`config.mk`:
```
export PLATFORM = sky130hd
export DESIGN_NAME = lane_evt_counter
export DESIGN_NICKNAME = d
export VERILOG_FILES = /design/src/rtl/lec_pkg.sv /design/src/rtl/lec_ctrl.sv /design/src/rtl/lec_select.sv /design/src/rtl/lec_count.sv /design/src/rtl/lane_evt_counter.sv
export SDC_FILE = /design/constraint.sdc
export NUM_CORES = 1
export LEC_CHECK = 0
export ABC_AREA = 1
export BUFFER_PORTS_ARGS = -buffer_cell sky130_fd_sc_hd__buf_2
export CAP_MARGIN = 10
export CORE_MARGIN = 5
export CORE_UTILIZATION = 50
export CTS_CLUSTER_SIZE = 8
export DETAILED_ROUTE_END_ITERATION = 10
export PLACE_DENSITY = 0.81
export SLEW_MARGIN = 30
export SYNTH_ARGS = -nofsm -noshare
export SYNTH_HDL_FRONTEND = slang
export SYNTH_HIERARCHICAL = 1
export SYNTH_SLANG_ARGS = --single-unit
```
`constraint.sdc`:
```
create_clock -name clk -period 3.1 [get_ports clk]
set_clock_uncertainty 0.2 [all_clocks]
set_input_delay 0.155 -clock clk [delete_from_list [all_inputs] [get_ports clk]]
set_output_delay 0.155 -clock clk [all_outputs]
set_load 0.03 [all_outputs]
```
`src/rtl/lec_pkg.sv`:
```
package lec_pkg;
  localparam int CTRL_OFS = 8;
  localparam int DATA_OFS = 12;

  localparam int GRP_LSB  = 24;
  localparam int EVT_LSB  = 16;
  localparam int LANE_LSB = 8;
  localparam int STAT_BIT = 7;
  localparam int EN_LSB   = 2;

  localparam logic [2:0] EN_ON  = 3'd3;
  localparam logic [2:0] EN_OFF = 3'd1;
  localparam logic [1:0] CLR_GO = 2'd1;

  typedef struct packed {
    logic [3:0] grp;
    logic [7:0] evt;
    logic [3:0] lane;
  } sel_t;
endpackage

```
`src/rtl/lec_ctrl.sv`:
```
module lec_ctrl
  import lec_pkg::*;
(
  input  logic        clk,
  input  logic        rst,
  input  logic        wr_ctrl,
  input  logic [3:0]  w_grp,
  input  logic [7:0]  w_evt,
  input  logic [3:0]  w_lane,
  input  logic [2:0]  w_en,
  input  logic [1:0]  w_clr,
  output sel_t        sel,
  output logic        cnt_on,
  output logic        clr_cmd,
  output logic [31:0] ctrl_word
);
  sel_t sel_q;
  logic on_q;

  always_ff @(posedge clk) begin
    if (rst) begin
      sel_q <= '0;
      on_q  <= 1'b0;
    end else if (wr_ctrl) begin
      sel_q <= '{grp: w_grp, evt: w_evt, lane: w_lane};
      if (w_en == EN_ON)       on_q <= 1'b1;
      else if (w_en == EN_OFF) on_q <= 1'b0;
    end
  end

  assign clr_cmd = wr_ctrl && (w_clr == CLR_GO);
  assign sel     = sel_q;
  assign cnt_on  = on_q;

  always_comb begin
    ctrl_word = '0;
    ctrl_word[GRP_LSB+:4]  = sel_q.grp;
    ctrl_word[EVT_LSB+:8]  = sel_q.evt;
    ctrl_word[LANE_LSB+:4] = sel_q.lane;
    ctrl_word[STAT_BIT]    = on_q;
    ctrl_word[EN_LSB+:3]   = on_q ? EN_ON : EN_OFF;
  end
endmodule

```
`src/rtl/lec_select.sv`:
```
module lec_select
  import lec_pkg::*;
#(
  parameter int GRP_BASE  = 6,
  parameter int NUM_GRP   = 2,
  parameter int NUM_EVT   = 24,
  parameter int NUM_LANES = 4,
  localparam int STB_W = NUM_GRP * NUM_EVT * NUM_LANES
) (
  input  sel_t             sel,
  input  logic [STB_W-1:0] evt_stb,
  output logic             hit
);
  logic [NUM_GRP-1:0]   g_oh;
  logic [NUM_EVT-1:0]   e_oh;
  logic [NUM_LANES-1:0] l_oh;
  logic [STB_W-1:0]     match;

  for (genvar g = 0; g < NUM_GRP; g++) begin : g_dec
    assign g_oh[g] = (sel.grp == 4'(GRP_BASE + g));
  end
  for (genvar e = 0; e < NUM_EVT; e++) begin : e_dec
    assign e_oh[e] = (sel.evt == 8'(e));
  end
  for (genvar l = 0; l < NUM_LANES; l++) begin : l_dec
    assign l_oh[l] = (sel.lane == 4'(l));
  end

  for (genvar g = 0; g < NUM_GRP; g++) begin : g_m
    for (genvar e = 0; e < NUM_EVT; e++) begin : e_m
      for (genvar l = 0; l < NUM_LANES; l++) begin : l_m
        assign match[(g*NUM_EVT + e)*NUM_LANES + l] = g_oh[g] & e_oh[e] & l_oh[l];
      end
    end
  end

  assign hit = |(match & evt_stb);
endmodule

```
`src/rtl/lec_count.sv`:
```
module lec_count #(
  parameter int CNT_W = 32
) (
  input  logic             clk,
  input  logic             rst,
  input  logic             clr,
  input  logic             inc,
  output logic [CNT_W-1:0] cnt
);
  logic [CNT_W-1:0] cnt_q;

  always_ff @(posedge clk) begin
    if (rst || clr) cnt_q <= '0;
    else if (inc)   cnt_q <= cnt_q + 1'b1;
  end

  assign cnt = cnt_q;
endmodule

```
`src/rtl/lane_evt_counter.sv`:
```
module lane_evt_counter
  import lec_pkg::*;
#(
  parameter int CNT_W     = 32,
  parameter int ADDR_W    = 8,
  parameter int GRP_BASE  = 6,
  parameter int NUM_GRP   = 2,
  parameter int NUM_EVT   = 24,
  parameter int NUM_LANES = 4,
  localparam int STB_W = NUM_GRP * NUM_EVT * NUM_LANES
) (
  input  logic              clk,
  input  logic              rst,
  input  logic              reg_wr,
  input  logic              reg_rd,
  input  logic [ADDR_W-1:0] reg_addr,
  input  logic [31:0]       reg_wdata,
  output logic [31:0]       reg_rdata,
  input  logic [STB_W-1:0]  evt_stb
);
  localparam logic [ADDR_W-1:0] A_CTRL = ADDR_W'(CTRL_OFS);
  localparam logic [ADDR_W-1:0] A_DATA = ADDR_W'(DATA_OFS);

  logic        is_ctrl, is_data, wr_ctrl;
  sel_t        sel;
  logic        cnt_on, clr_cmd, hit;
  logic [31:0] ctrl_word;
  logic [CNT_W-1:0] cnt;
  logic [31:0] rdata_q;
  logic        unused_wbits;

  assign is_ctrl = (reg_addr == A_CTRL);
  assign is_data = (reg_addr == A_DATA);
  assign wr_ctrl = reg_wr && is_ctrl;
  assign unused_wbits = ^{reg_wdata[31:28], reg_wdata[15:12], reg_wdata[7:5]};

  lec_ctrl u_ctrl (
    .clk(clk), .rst(rst), .wr_ctrl(wr_ctrl),
    .w_grp(reg_wdata[GRP_LSB+:4]), .w_evt(reg_wdata[EVT_LSB+:8]),
    .w_lane(reg_wdata[LANE_LSB+:4]), .w_en(reg_wdata[EN_LSB+:3]),
    .w_clr(reg_wdata[1:0]),
    .sel(sel), .cnt_on(cnt_on), .clr_cmd(clr_cmd), .ctrl_word(ctrl_word)
  );

  lec_select #(
    .GRP_BASE(GRP_BASE), .NUM_GRP(NUM_GRP), .NUM_EVT(NUM_EVT), .NUM_LANES(NUM_LANES)
  ) u_sel (
    .sel(sel), .evt_stb(evt_stb), .hit(hit)
  );

  lec_count #(.CNT_W(CNT_W)) u_cnt (
    .clk(clk), .rst(rst), .clr(clr_cmd), .inc(cnt_on && hit), .cnt(cnt)
  );

  always_ff @(posedge clk) begin
    if (rst) begin
      rdata_q <= '0;
    end else if (reg_rd) begin
      if (is_ctrl)      rdata_q <= ctrl_word;
      else if (is_data) rdata_q <= 32'(cnt);
      else              rdata_q <= '0;
    end
  end

  assign reg_rdata = rdata_q;
endmodule

```
==> results of run 1 <==
kinds of logic after synthesis:
group | count (synthesis) | synth area share
simple gates | 908 | 0.5743
buf+inv | 209 | 0.1566
flops | 81 | 0.2325
compound gates | 45 | 0.03373
other cells | 2 | 0.001077
fa+ha+maj | 1 | 0.001794
path summary, 6_finish.rpt:
check / endpoint / slack [ns]
hold / removal: u_cnt/cnt[28] / 0.22
hold reg to reg: u_cnt/cnt[6] / 0.31
setup reg to reg: u_cnt/cnt[24] / 0.19
setup / recovery: u_cnt/cnt[24] / 0.19
cell type report:
| type | instances | area share |
|---|---|---|
| well taps | 180 | 0.02533 |
| diodes | 2 | 0.0005628 |
| repair buffers | 312 | 0.2199 |
| flip-flops and latches | 81 | 0.1826 |
| clock buffers | 11 | 0.02842 |
| inverters | 107 | 0.04657 |
| multi-input cells | 968 | 0.4932 |
| clock inverters | 5 | 0.003377 |
synthesized netlist by cell type:
| library cell | n | area (um^2) |
|---|---|---|
| sky130_fd_sc_hd__a21boi_1 | 1 | 7.510 |
| sky130_fd_sc_hd__a21oi_1 | 18 | 90.09 |
| sky130_fd_sc_hd__and3_1 | 1 | 6.260 |
| sky130_fd_sc_hd__buf_1 | 2 | 7.510 |
| sky130_fd_sc_hd__buf_2 | 42 | 210.2 |
| sky130_fd_sc_hd__buf_4 | 42 | 315.3 |
| sky130_fd_sc_hd__buf_6 | 9 | 101.4 |
| sky130_fd_sc_hd__buf_8 | 2 | 30.03 |
| sky130_fd_sc_hd__clkbuf_1 | 5 | 18.77 |
| sky130_fd_sc_hd__conb_1 | 2 | 7.510 |
| sky130_fd_sc_hd__dfxtp_1 | 81 | 1622 |
| sky130_fd_sc_hd__ha_1 | 1 | 12.51 |
| sky130_fd_sc_hd__inv_1 | 102 | 382.9 |
| sky130_fd_sc_hd__inv_2 | 4 | 15.01 |
| sky130_fd_sc_hd__inv_8 | 1 | 11.26 |
| sky130_fd_sc_hd__nand2_1 | 260 | 975.9 |
| sky130_fd_sc_hd__nand2_2 | 2 | 12.51 |
| sky130_fd_sc_hd__nand3_1 | 313 | 1567 |
| sky130_fd_sc_hd__nand3_2 | 3 | 30.03 |
| sky130_fd_sc_hd__nand4_1 | 26 | 162.7 |
| sky130_fd_sc_hd__nor2_1 | 275 | 1032 |
| sky130_fd_sc_hd__nor2_2 | 12 | 75.07 |
| sky130_fd_sc_hd__nor2_4 | 9 | 101.4 |
| sky130_fd_sc_hd__nor3_1 | 5 | 25.02 |
| sky130_fd_sc_hd__nor3_2 | 1 | 10.01 |
| sky130_fd_sc_hd__nor3b_1 | 1 | 7.510 |
| sky130_fd_sc_hd__o21a_1 | 3 | 22.52 |
| sky130_fd_sc_hd__o21ai_0 | 13 | 65.06 |
| sky130_fd_sc_hd__o21ai_1 | 10 | 50.05 |
registers in the layout (all words and copies together) (netlist names):
signal	cells
reg_rdata	32
u_cnt/cnt	32
u_ctrl/ctrl_word	16
u_ctrl/cnt_on	1
layout by cell type, fill, tap and decap left out, drive strengths merged:
master and count:
nand3 316, dfxtp 81, ha 1, conb 14, o21a 3, o21ai 23
a21boi 1, and3 1, nor3 6, clkinvlp 2, nand4 26, clkbuf 15
dlygate4sd3 19, nand2 262, diode 2, buf 289, nor2 296, a21oi 18
inv 107, nor3b 1, clkinv 3
per-stage QoR:
step                worst slack (ns)  cell area (um^2)    util  std cells
finish                        0.1876              8892  0.6456       1666
CTS                          0.05541              8688  0.6308       1657
global placement              0.1939              8215  0.5965       1622
global route                -0.02147              8892  0.6456       1666
detailed placement           0.07077              8215  0.5965       1622
floorplan                     0.5014              7019       -       1258
layer usage:
layer / vias up / part of all wire / track usage
li1: 4429 / - / -
met1: 4044 / 0.39 / 0.3449
met2: 445 / 0.50 / 0.5311
met3: 71 / 0.083 / 0.04125
met4: 0 / 0.035 / 0.1217
met5: - / 0 / 0
power by group:
part | internal (mW) | switching (mW)
clock | 0.581 | 0.419
combinational | 0.195 | 0.226
sequential | 1.06 | 0.0121
worst max-delay path, stage by stage (launching register included):
cell                        delay [ns]
sky130_fd_sc_hd__dfxtp_1          0.34
sky130_fd_sc_hd__buf_4            0.17
sky130_fd_sc_hd__nor2_4           0.15
sky130_fd_sc_hd__buf_12           0.13
sky130_fd_sc_hd__clkbuf_16        0.19
sky130_fd_sc_hd__nand3_1          0.09
sky130_fd_sc_hd__nand2_1          0.09
sky130_fd_sc_hd__nor2_1           0.08
sky130_fd_sc_hd__nor2_1           0.10
sky130_fd_sc_hd__nor2_1           0.05
sky130_fd_sc_hd__nand2_1          0.06
sky130_fd_sc_hd__nor2_1           0.05
sky130_fd_sc_hd__nand2_1          0.06
sky130_fd_sc_hd__nor2_1           0.04
sky130_fd_sc_hd__nand2_1          0.06
sky130_fd_sc_hd__nand2_1          0.06
sky130_fd_sc_hd__inv_2            0.12
sky130_fd_sc_hd__nand2_2          0.10
sky130_fd_sc_hd__nor2_4           0.13
sky130_fd_sc_hd__nand3_2          0.14
sky130_fd_sc_hd__nor2_4           0.14
sky130_fd_sc_hd__nand2_1          0.09
sky130_fd_sc_hd__nand2_1          0.09
sky130_fd_sc_hd__nand2_1          0.06
sky130_fd_sc_hd__nor2_1           0.09
what timing repair did:
action / in CTS / in global routing
buffers inserted: 0 / 3
hold buffers: 19 / 0
setup endpoints to repair: 0 / 26
resized for setup: 0 / 19
hold endpoints to repair: 17 / 0
==> reports/summary.md, run 1 <==
After detailed routing, the total wire length is 25860 um. For this run, design rule violations remaining after detail routing come to 0. The total power after layout is 2.496 mW, and the fraction of the yosys area taken by sequential cells is 0.2325. Maximum vdd drop: 0.3072 mV.

The startpoint type of the worst setup path is a register. At the end of routability-driven placement, the weighted congestion stood at 0.9915. The synthesized area divided by synthesized cell count came out at 5.597 um^2. Input and output buffers added on the ports amount to 256. The x dimension of the die is 128.1 um, and the largest driver fanout on the critical path is 24. The tools report the endpoint class of the critical path as a register.

The mapped netlist covers 0.006974 mm^2. The fraction of final layout cells with drive strength greater than 1 came out at 0.2399. The run gives 859 as the initial detailed-routing violation count. The startpoint identified for the worst hold timing path is rst. The initial core utilization is 0.5064, and the routed wire length per instance is 15.52 um. The clock transition time at the flip-flop clock pins of the worst setup and hold paths came out at 0.06 ns. The logs give 0.004385 mm^2 for the area of the multi-input gates and 29 for the number of distinct library cell variants in the gate-level netlist after synthesis. STA puts the critical path data arrival time at 2.99 ns.

Setup violations remaining at the end of the flow were counted as 0. The run gives 0 as the number of hold-slack violations in the final timing report. After filler insertion, the fill cell instance count of the layout stands at 1311. Origin of the worst setup path: u_ctrl/ctrl_word[8]. Counting the buffers created by CTS gives 9.

Entering global routing, the biggest net connects 65 pins. For the initial antenna violation count, the log shows 2. The H-tree was split into 3 levels. The worst setup path is of the reg -> reg kind. The growth of design area from synthesis to finish was 27.50%; the total clock sinks was 81. The run gives 0.4273 as the max-slew headroom at the worst pin.

Adding up every negative setup slack in the final design gives 0 ns. Counting cells, the worst reg-to-reg path comes to 24. Cell leakage power: 4.591 nW. The tools report the length of the first detailed-routing pass in iterations as 6. At the pin with the least slew margin, the transition time is 0.8590 ns. STA puts the critical path data required time at 3.17 ns. The maximum buffer depth of the clock tree was 2; the period utilization was 0.9395. The tools report the number of global-route vias before repair as 8080.

The run finished with clean final reports. The overall via count from detail_route was 8989. The detailed placement HPWL was 18920 um; the core area was 0.01377 mm^2. TritonCTS built the clock tree. Final worst hold slack: 0.2194 ns.

The number of max-cap violations was 0. The initialized floorplan defines 43 standard-cell rows. During synthesis, Yosys emitted a total of 6 warnings.

The tools report the global-route usage over all layers as 0.2933. The net count of the finished layout is 1716. Synthesis inferred 81 register bits.

Along the worst hold path, the cell count comes to 5. The logs give 0.01641 mm^2 for the area of the die and 0 for the count of final max-slew check failures. Clock latency on the worst-skew pair, taken at its later pin, is 0.34 ns. The type of the worst min-delay path was in -> reg.

The master cell of the clock root buffer was sky130_fd_sc_hd__clkbuf_16. The detail route stage leaves a number of antenna-violating nets equal to 0. The total power per unit cell area works out to 280.7 mW/mm^2. The die height is 128.1 um. The cell count after synthesis was 1246. The area taken by flip-flops and latches came out at 0.001624 mm^2.

For this run, the top clock speed supported by timing is 343.4 MHz. The first global-routing pass estimated 39390 um of wire. Summed over all layers, the global routing overflow is 0.

Using the TritonRoute via totals, the vias-per-cell ratio works out to 5.396. Startpoint of the worst-slack reg-to-reg timing path: u_ctrl/ctrl_word[8]. 268 I/O pins were placed. The clock period could shrink to 2.912 ns.
No activity file was read; power rests on OpenSTA's default activity.
==> inputs of run 2 (changes only) <==
CELL_PAD_IN_SITES_DETAIL_PLACEMENT = 0   (was default)
CELL_PAD_IN_SITES_GLOBAL_PLACEMENT = 1   (was default)
CORE_UTILIZATION = 33   (was 50)
PLACE_DENSITY = default   (was 0.81)
PLACE_DENSITY_LB_ADDON = 0.1   (was default)
==> run 2 against run 1 <==
Effect of this change: sequential share of layout area decreased by 0.48 points; core utilization decreased by 21 points; cell count up 6.1%; combinational power about the same; critical path depth decreased by 3; worst setup slack improved by 0.016 ns; global-route usage shrank 8.5 points; first-iteration DRC count is 31% lower; hold slack worse by 0.15 ns; critical path type unchanged.
==> reports/summary.md, run 2 (synthesis gave the netlist of run 1 again) <==
For the area of the die, the log shows 0.02414 mm^2. In the routed layout, each cell is associated on average with a via count of 4.798. STA classifies the critical path endpoint as a register. The internal portion of the total power is 1.986 mW. In this run, CTS created clock tree buffers numbering 9. The maximum vdd drop was 0.3324 mV; the fraction of power consumed by combinational cells was 0.158. The tools report the master cell of the clock root buffer as sky130_fd_sc_hd__clkbuf_16.

The total power per unit cell area is 291.6 mW/mm^2, and the part of the power in registers is 0.402. Setup repair after global routing left no endpoint under its margin. The tools report the wire length of the first global-routing pass as 40970 um. The tools report the fraction of power consumed by the clock network as 0.440. The total area inside the core boundary comes to 0.02089 mm^2. The library cell used most frequently in the layout, excluding fill and tap cells, is sky130_fd_sc_hd__nand3_1. Data on the critical path arrives at its endpoint at 2.92 ns.

The worst setup path is launched from a register. The routed wire length per instance was 15.66 um. The path class of the tightest hold or removal check is in -> reg. Wires add up to 27690 um. The tools report the number of hold-slack violations in the final timing report as 0. The fraction of final layout cells with drive strength greater than 1 was 0.2458; the total negative slack was 0 ns. The analysis attributes to cell leakage a power of 4.657 nW. The signal on the critical path passes through buf_4 > nor2_4 > buf_12 > clkbuf_16 > nand3_1 > nand2_1 > o21ai_1 > a21boi_1 > nor2_1 > nand2_1 > nor2_1 > nand2_1 > nand2_1 > inv_2 > nand2_1 > nor2_2 > nand3_4 > nor2_4 > nand3_1 > nand2_1 > nor2_1. Entering global routing, the biggest net connects 65 pins. Setup violations remaining at the end of the flow were counted as 0. The timing-limited maximum frequency is 345.3 MHz, and the global-route usage over all layers is 0.2081. Largest driver fanout on the critical path: 12.

The largest single stage delay on the critical path is 0.35 ns. Total number of nets in the final design: 1725. The run finished with clean final reports. Relative to the synthesized area, the layout overhead comes to 31.13%. At the worst endpoint, the required time is 3.13 ns. Master of the slowest instance on the critical path: sky130_fd_sc_hd__dfxtp_2. The HPWL after detailed placement is 20150 um.

The critical path contains buffers and inverters numbering 4 combined. Before antenna repair, the detailed router went through 5 iterations. Initial core utilization: 0.3339. At the end of routability-driven placement, the weighted congestion stood at 0.8740.

For this block, the initial DRC count from the detailed router was 589. After clock tree synthesis, the clock-pin slew on the worst setup and hold paths is 0.07 ns. The routed layout has 8483 vias. The logs give 3 for the number of levels the H-tree was split into and 0 for the number of max-cap violations. After floorplanning, the core was divided into 53 placement rows. For the net switching component of the power, the log shows 0.6809 mW.

268 I/O pins were placed. The count of antenna diodes in the layout is 0. After detailed routing, the number of remaining DRC violations is 0. The die is 155.4 um tall. The classification of the worst setup path was reg -> reg.

The count of buffers added on input and output ports is 256. The post-route minimum period works out to 2.896 ns. The clock net in this run drives a total of 81 sinks. The library cells used most frequently in the layout, excluding fill and tap cells, are sky130_fd_sc_hd__nand3_1, sky130_fd_sc_hd__nor2_1, sky130_fd_sc_hd__nand2_1, sky130_fd_sc_hd__buf_2, sky130_fd_sc_hd__inv_1. The initial antenna violation count was 0; the maximum buffer depth of the clock tree was 2. The dominant cell type by count on the critical path was sky130_fd_sc_hd__nand2_1. In this run the remaining antenna-violating nets after routing total 0. The number of global-route vias before repair was 7773. Total power for the finished layout comes to 2.667 mW. The count of final max-slew check failures is 0. The switching power share of the total is 0.2554. The period utilization works out to 0.9342. At the pin with the least slew margin, the transition time is 0.6342 ns.

In this run the horizontal extent of the chip is 155.4 um. The run gives 0 as the overall overflow remaining after global route. TritonCTS built the clock tree. The later pin in the worst-skew pair is clocked with a latency of 0.34 ns. The max-slew headroom at the worst pin was 0.5772. Broken down by cell family, the worst path's largest delay share belongs to simple AND/OR/NAND/NOR gates.
## run 2: changes by cell type in the layout (fill, tap and decap cells not counted), sizes merged
cell,previous run,this run
buf,289,296
bufinv,0,2
diode,2,0
clkbuf,15,16
clkinv,3,2
clkinvlp,2,3
inv,107,106
## run 2: through the flow
stage                     instances  hold slack (ns)    util  worst slack, ns  cell area (um^2)
after floorplan                1258          0.08320       -           0.5014              7019
after global placement         1723           0.1803  0.3999           0.1044              8354
after detailed placement       1723           0.1868  0.3999           0.1163              8354
after CTS                      1758          0.06017  0.4249          0.09424              8875
after global routing           1768           0.1038  0.4378         0.007375              9145
final                          1768          0.06788  0.4378           0.2039              9145
## run 2: per-layer routing
| layer | share of wire | GRT usage | vias up | wire [um] |
|---|---|---|---|---|
| met3 | 0.052 | 0.03004 | 34 | 1447 |
| met1 | 0.42 | 0.2548 | 3792 | 11550 |
| met2 | 0.51 | 0.3784 | 213 | 14170 |
| li1 | - | - | 4444 | - |
| met5 | 0 | 0 | - | 0 |
| met4 | 0.019 | 0.05794 | 0 | 515 |
## run 2: layout make-up
| type | count | area [um^2] |
|---|---|---|
| multi-input cells | 968 | 4380 |
| well taps | 275 | 344.1 |
| inverters | 107 | 414.1 |
| clock buffers | 10 | 239.0 |
| repair buffers | 321 | 2049 |
| fillers | 2343 | 11740 |
| clock inverters | 6 | 91.34 |
| flip-flops and latches | 81 | 1627 |
## run 2: power groups by stage
| stage | logic [mW] | clock network [mW] | registers, mW |
|---|---|---|---|
| floorplan | 0.167 | 0 | 1.13 |
| global placement | 0.402 | 0 | 1.10 |
| detailed placement | 0.403 | 0 | 1.10 |
| CTS | 0.423 | 1.20 | 1.07 |
| global route | 0.467 | 1.26 | 1.07 |
| finish | 0.420 | 1.17 | 1.07 |
## run 2: timing repair
| item | in CTS | in global routing |
|---|---|---|
| endpoints found under the setup margin | 0 | 25 |
| endpoints found under the hold margin | 17 | 0 |
| resized for setup | 0 | 20 |
| buffers inserted | 0 | 3 |
| hold buffers | 19 | 0 |
## run 2: worst register-to-register path: cells and delay by family, from the launching register on
family	cells	cell delay, ns
simple gates	15	1.41
buf+inv	4	0.59
flops	1	0.35
compound gates	2	0.25
## run 2: worst paths after layout
kind,from,to,slack [ns],cells after the start
worst min register to register,u_cnt/cnt[16],u_cnt/cnt[16],0.30,1
worst max-delay path,u_ctrl/ctrl_word[9],u_cnt/cnt[13],0.20,21
worst max register to register,u_ctrl/ctrl_word[9],u_cnt/cnt[13],0.20,21
worst min-delay path,reg_rd,reg_rdata[26],0.07,4
==> inputs of run 3 (changes only) <==
CORE_UTILIZATION = 35   (was 33)
clock period = 3.76 ns   (was 3.1 ns; I/O delays follow)
==> run 3 against run 2 <==
Effect of this change: die area down 5.4%; worst setup slack gained 0.22 ns; combinational power down 19%; sequential share of layout area is 0.78 points higher; core utilization grew 0.95 points; critical path depth grew 1; count of clock-buffer cells in the layout shrank 1; first-iteration DRC count decreased by 15%; largest power group unchanged; highest routed layer unchanged.
==> reports/summary.md, run 3 (synthesis gave the netlist of run 1 again) <==
The global-route usage over all layers is 0.2160, and the fraction of power consumed by the clock network is 0.424. In the routed design, unresolved DRC markers number 0. Summed over all cells, the static leakage comes to 4.468 nW. The last weighted congestion value of the routability-driven placer is 0.8878, and the growth of design area from synthesis to finish is 25.22%. The worst-case IR drop observed on VDD is 0.1990 mV. The worst setup path is captured at a register.

The total wire length is 25840 um, and the number of levels the H-tree was split into is 3. The leading cell type in the layout, fill and taps excluded was sky130_fd_sc_hd__nand3_1. STA classifies the critical path startpoint as a register. Dividing the detail-routed wire length by the instance count gives 14.89 um. The top cell types in the final layout, fill and taps aside, are sky130_fd_sc_hd__nand3_1, sky130_fd_sc_hd__nor2_1, sky130_fd_sc_hd__nand2_1, sky130_fd_sc_hd__buf_2, sky130_fd_sc_hd__inv_1. Of all nets on the critical path, the largest fanout is 40. Highest routing layer actually used: met4. The clock transition time at the flip-flop clock pins of the worst setup and hold paths is 0.06 ns.

The critical path in this run is classified as reg -> reg. In this run the clock root is driven by a sky130_fd_sc_hd__clkbuf_16. The detailed placement HPWL was 19890 um.

Traced cell by cell, the critical path runs through nor2_4 > buf_12 > nand3_1 > nand2_1 > nor2_1 > nor2_1 > nor2_1 > nand2_1 > nor2_1 > nand2_1 > nor2_1 > nand2_1 > nand2_1 > inv_1 > nand2_2 > nor2_4 > nand3_2 > nor2_2 > nand2_1 > nand2_1 > nand2_1 > nor2_1. For the pin with the worst max-slew slack, the measured transition is 0.6736 ns. The tightest min-delay check is of the in -> reg type.

The flow ran to the end, and the final reports show no timing, DRC or antenna violations. The data required time at the worst endpoint was 3.84 ns. The master of the slowest instance on the critical path was sky130_fd_sc_hd__nor2_4. TritonCTS built the clock tree. Data arrives at the worst endpoint at 3.42 ns.

The internal power was 1.554 mW. After detailed placement, the design holds a cell count of 1702. The pin count of the biggest net entering global routing was 65; the utilization after layout was 0.4473. The die height is 151.2 um. Wire segments on met2 add up to 13270 um in the final route.

In this run the count of I/O pins placed on the die edge is 268. The worst path needs 3.336 ns of the cycle, external delays included. The switching power share of the total is 0.2690. Timing-limited maximum frequency: 299.8 MHz. In this design, the stage delay of the slowest critical-path cell is 0.51 ns. The latest clock arrival within the worst-skew pair is 0.34 ns, and the initial detailed-routing violation count is 501.

The count of cells in the finished layout, fillers not included, comes to 1735. The max-slew headroom at the worst pin is 0.5505. The length of the first detailed-routing pass in iterations was 5; the area taken by flip-flops and latches was 0.001622 mm^2.

Across all setup checks in the final design, the least slack found is 0.4241 ns. Setup repair after global routing left no endpoint under its margin. The number of filler instances in the final layout is 2247, and the net switching component of the power is 0.5718 mW. The number of hold-slack violations in the final timing report is 0, and the total negative slack is 0 ns.

The initial core utilization was 0.3572. The instance count along the most critical hold path is 5. The fraction of final layout cells with drive strength greater than 1 is 0.2272, and the count of antenna-violating nets left after detailed routing is 0.

The period utilization came out at 0.8872. The logs give 0.416 for the part of the power in registers and 0.004343 mm^2 for the area of the multi-input gates. The total power per unit cell area is 243.4 mW/mm^2, and the number of post-CTS setup repair buffers is 0. The run gives 0 as the count of final max-slew check failures.

The fraction of power consumed by combinational cells came out at 0.161. The logs give 81 for the total clock sinks and 39360 um for the wire length of the first global-routing pass. 0 antenna diodes ended up in the layout.

The total CTS buffers is 9, and the initial antenna violation count is 0. Input and output buffers added on the ports amount to 256. Number of global-route vias before repair: 7591. Dominant cell type by count on the critical path: sky130_fd_sc_hd__nand2_1. The row count came out at 51. The length in cells of the worst reg-to-reg path came out at 22.

In this run the standard cell core region covers 0.01953 mm^2. Dividing the detail-routed via count by the number of cells gives 4.811. The overall via count from detail_route was 8347; the routed metal-1 wire length was 10370 um. Summed over all nets, wire length on met3 after detailed routing comes to 1606 um. Setup violation total in the final timing report: 0. The overall overflow remaining after global route came out at 0.

The floorplan step set the die width to 151.2 um. The run gives 0.02285 mm^2 as the area of the die. The run gives 0 as the number of max-cap violations. The longest clock path from root to sink contains 2 buffers. The logs give 1702 for the total number of nets in the final design and 0.4407 ns for the setup slack after placement.
## run 3: changes by cell type in the layout (fill, tap and decap cells not counted), sizes merged
cell,previous run,this run
inv,106,110
clkbuf,16,9
buf,296,281
clkinvlp,3,2
dlygate4sd3,19,17
bufinv,2,1
clkinv,2,1
## run 3: what timing repair did
item	CTS	global route
resized for setup	0	0
endpoints found under the hold margin	17	0
setup endpoints to repair	0	0
hold buffers	17	0
## run 3: path summary, 6_finish.rpt
kind                         from             to  slack (ns)
max reg2reg  u_ctrl/ctrl_word[11]  u_cnt/cnt[24]        0.42
max          u_ctrl/ctrl_word[11]  u_cnt/cnt[24]        0.42
min reg2reg          u_cnt/cnt[6]   u_cnt/cnt[6]        0.30
min                  reg_wdata[4]  u_ctrl/cnt_on        0.02
## run 3: routing by layer
layer  vias up  track usage
met5         -            0
met4         0      0.06482
met3        31      0.03112
met2       226       0.4010
met1      3675       0.2559
li1       4415            -
## run 3: cell type report
class	count	share of cell area
Multi-Input combinational cell	968	0.4973
Timing Repair Buffer	298	0.1977
Sequential cell	81	0.1857
Inverter	107	0.04685
Tap cell	265	0.03797
Clock buffer	9	0.02579
Clock inverter	7	0.008739
## run 3: worst max-delay path: cells and delay by family (launching register included)
family	cells	cell delay, ns
and+or+nand+nor	20	2.19
DFF	1	0.37
buffers and inverters	2	0.50
## run 3: metrics by stage
| step | hold slack [ns] | instance area (um^2) | power [mW] |
|---|---|---|---|
| after global routing | 0.07236 | 8733 | 2.233 |
| after detailed placement | 0.2200 | 8262 | 1.235 |
| after floorplan | 0.1162 | 7019 | 1.073 |
| after CTS | 0.01444 | 8733 | 2.157 |
| after global placement | 0.2138 | 8262 | 1.232 |
| final | 0.01994 | 8733 | 2.126 |
## run 3: power by group through the flow
stage               clock network (mW)  registers [mW]  logic [mW]
global placement                     0           0.903       0.329
finish                           0.901           0.883       0.342
global route                     0.967           0.885       0.381
detailed placement                   0           0.903       0.332
floorplan                            0           0.935       0.138
CTS                              0.926           0.884       0.347
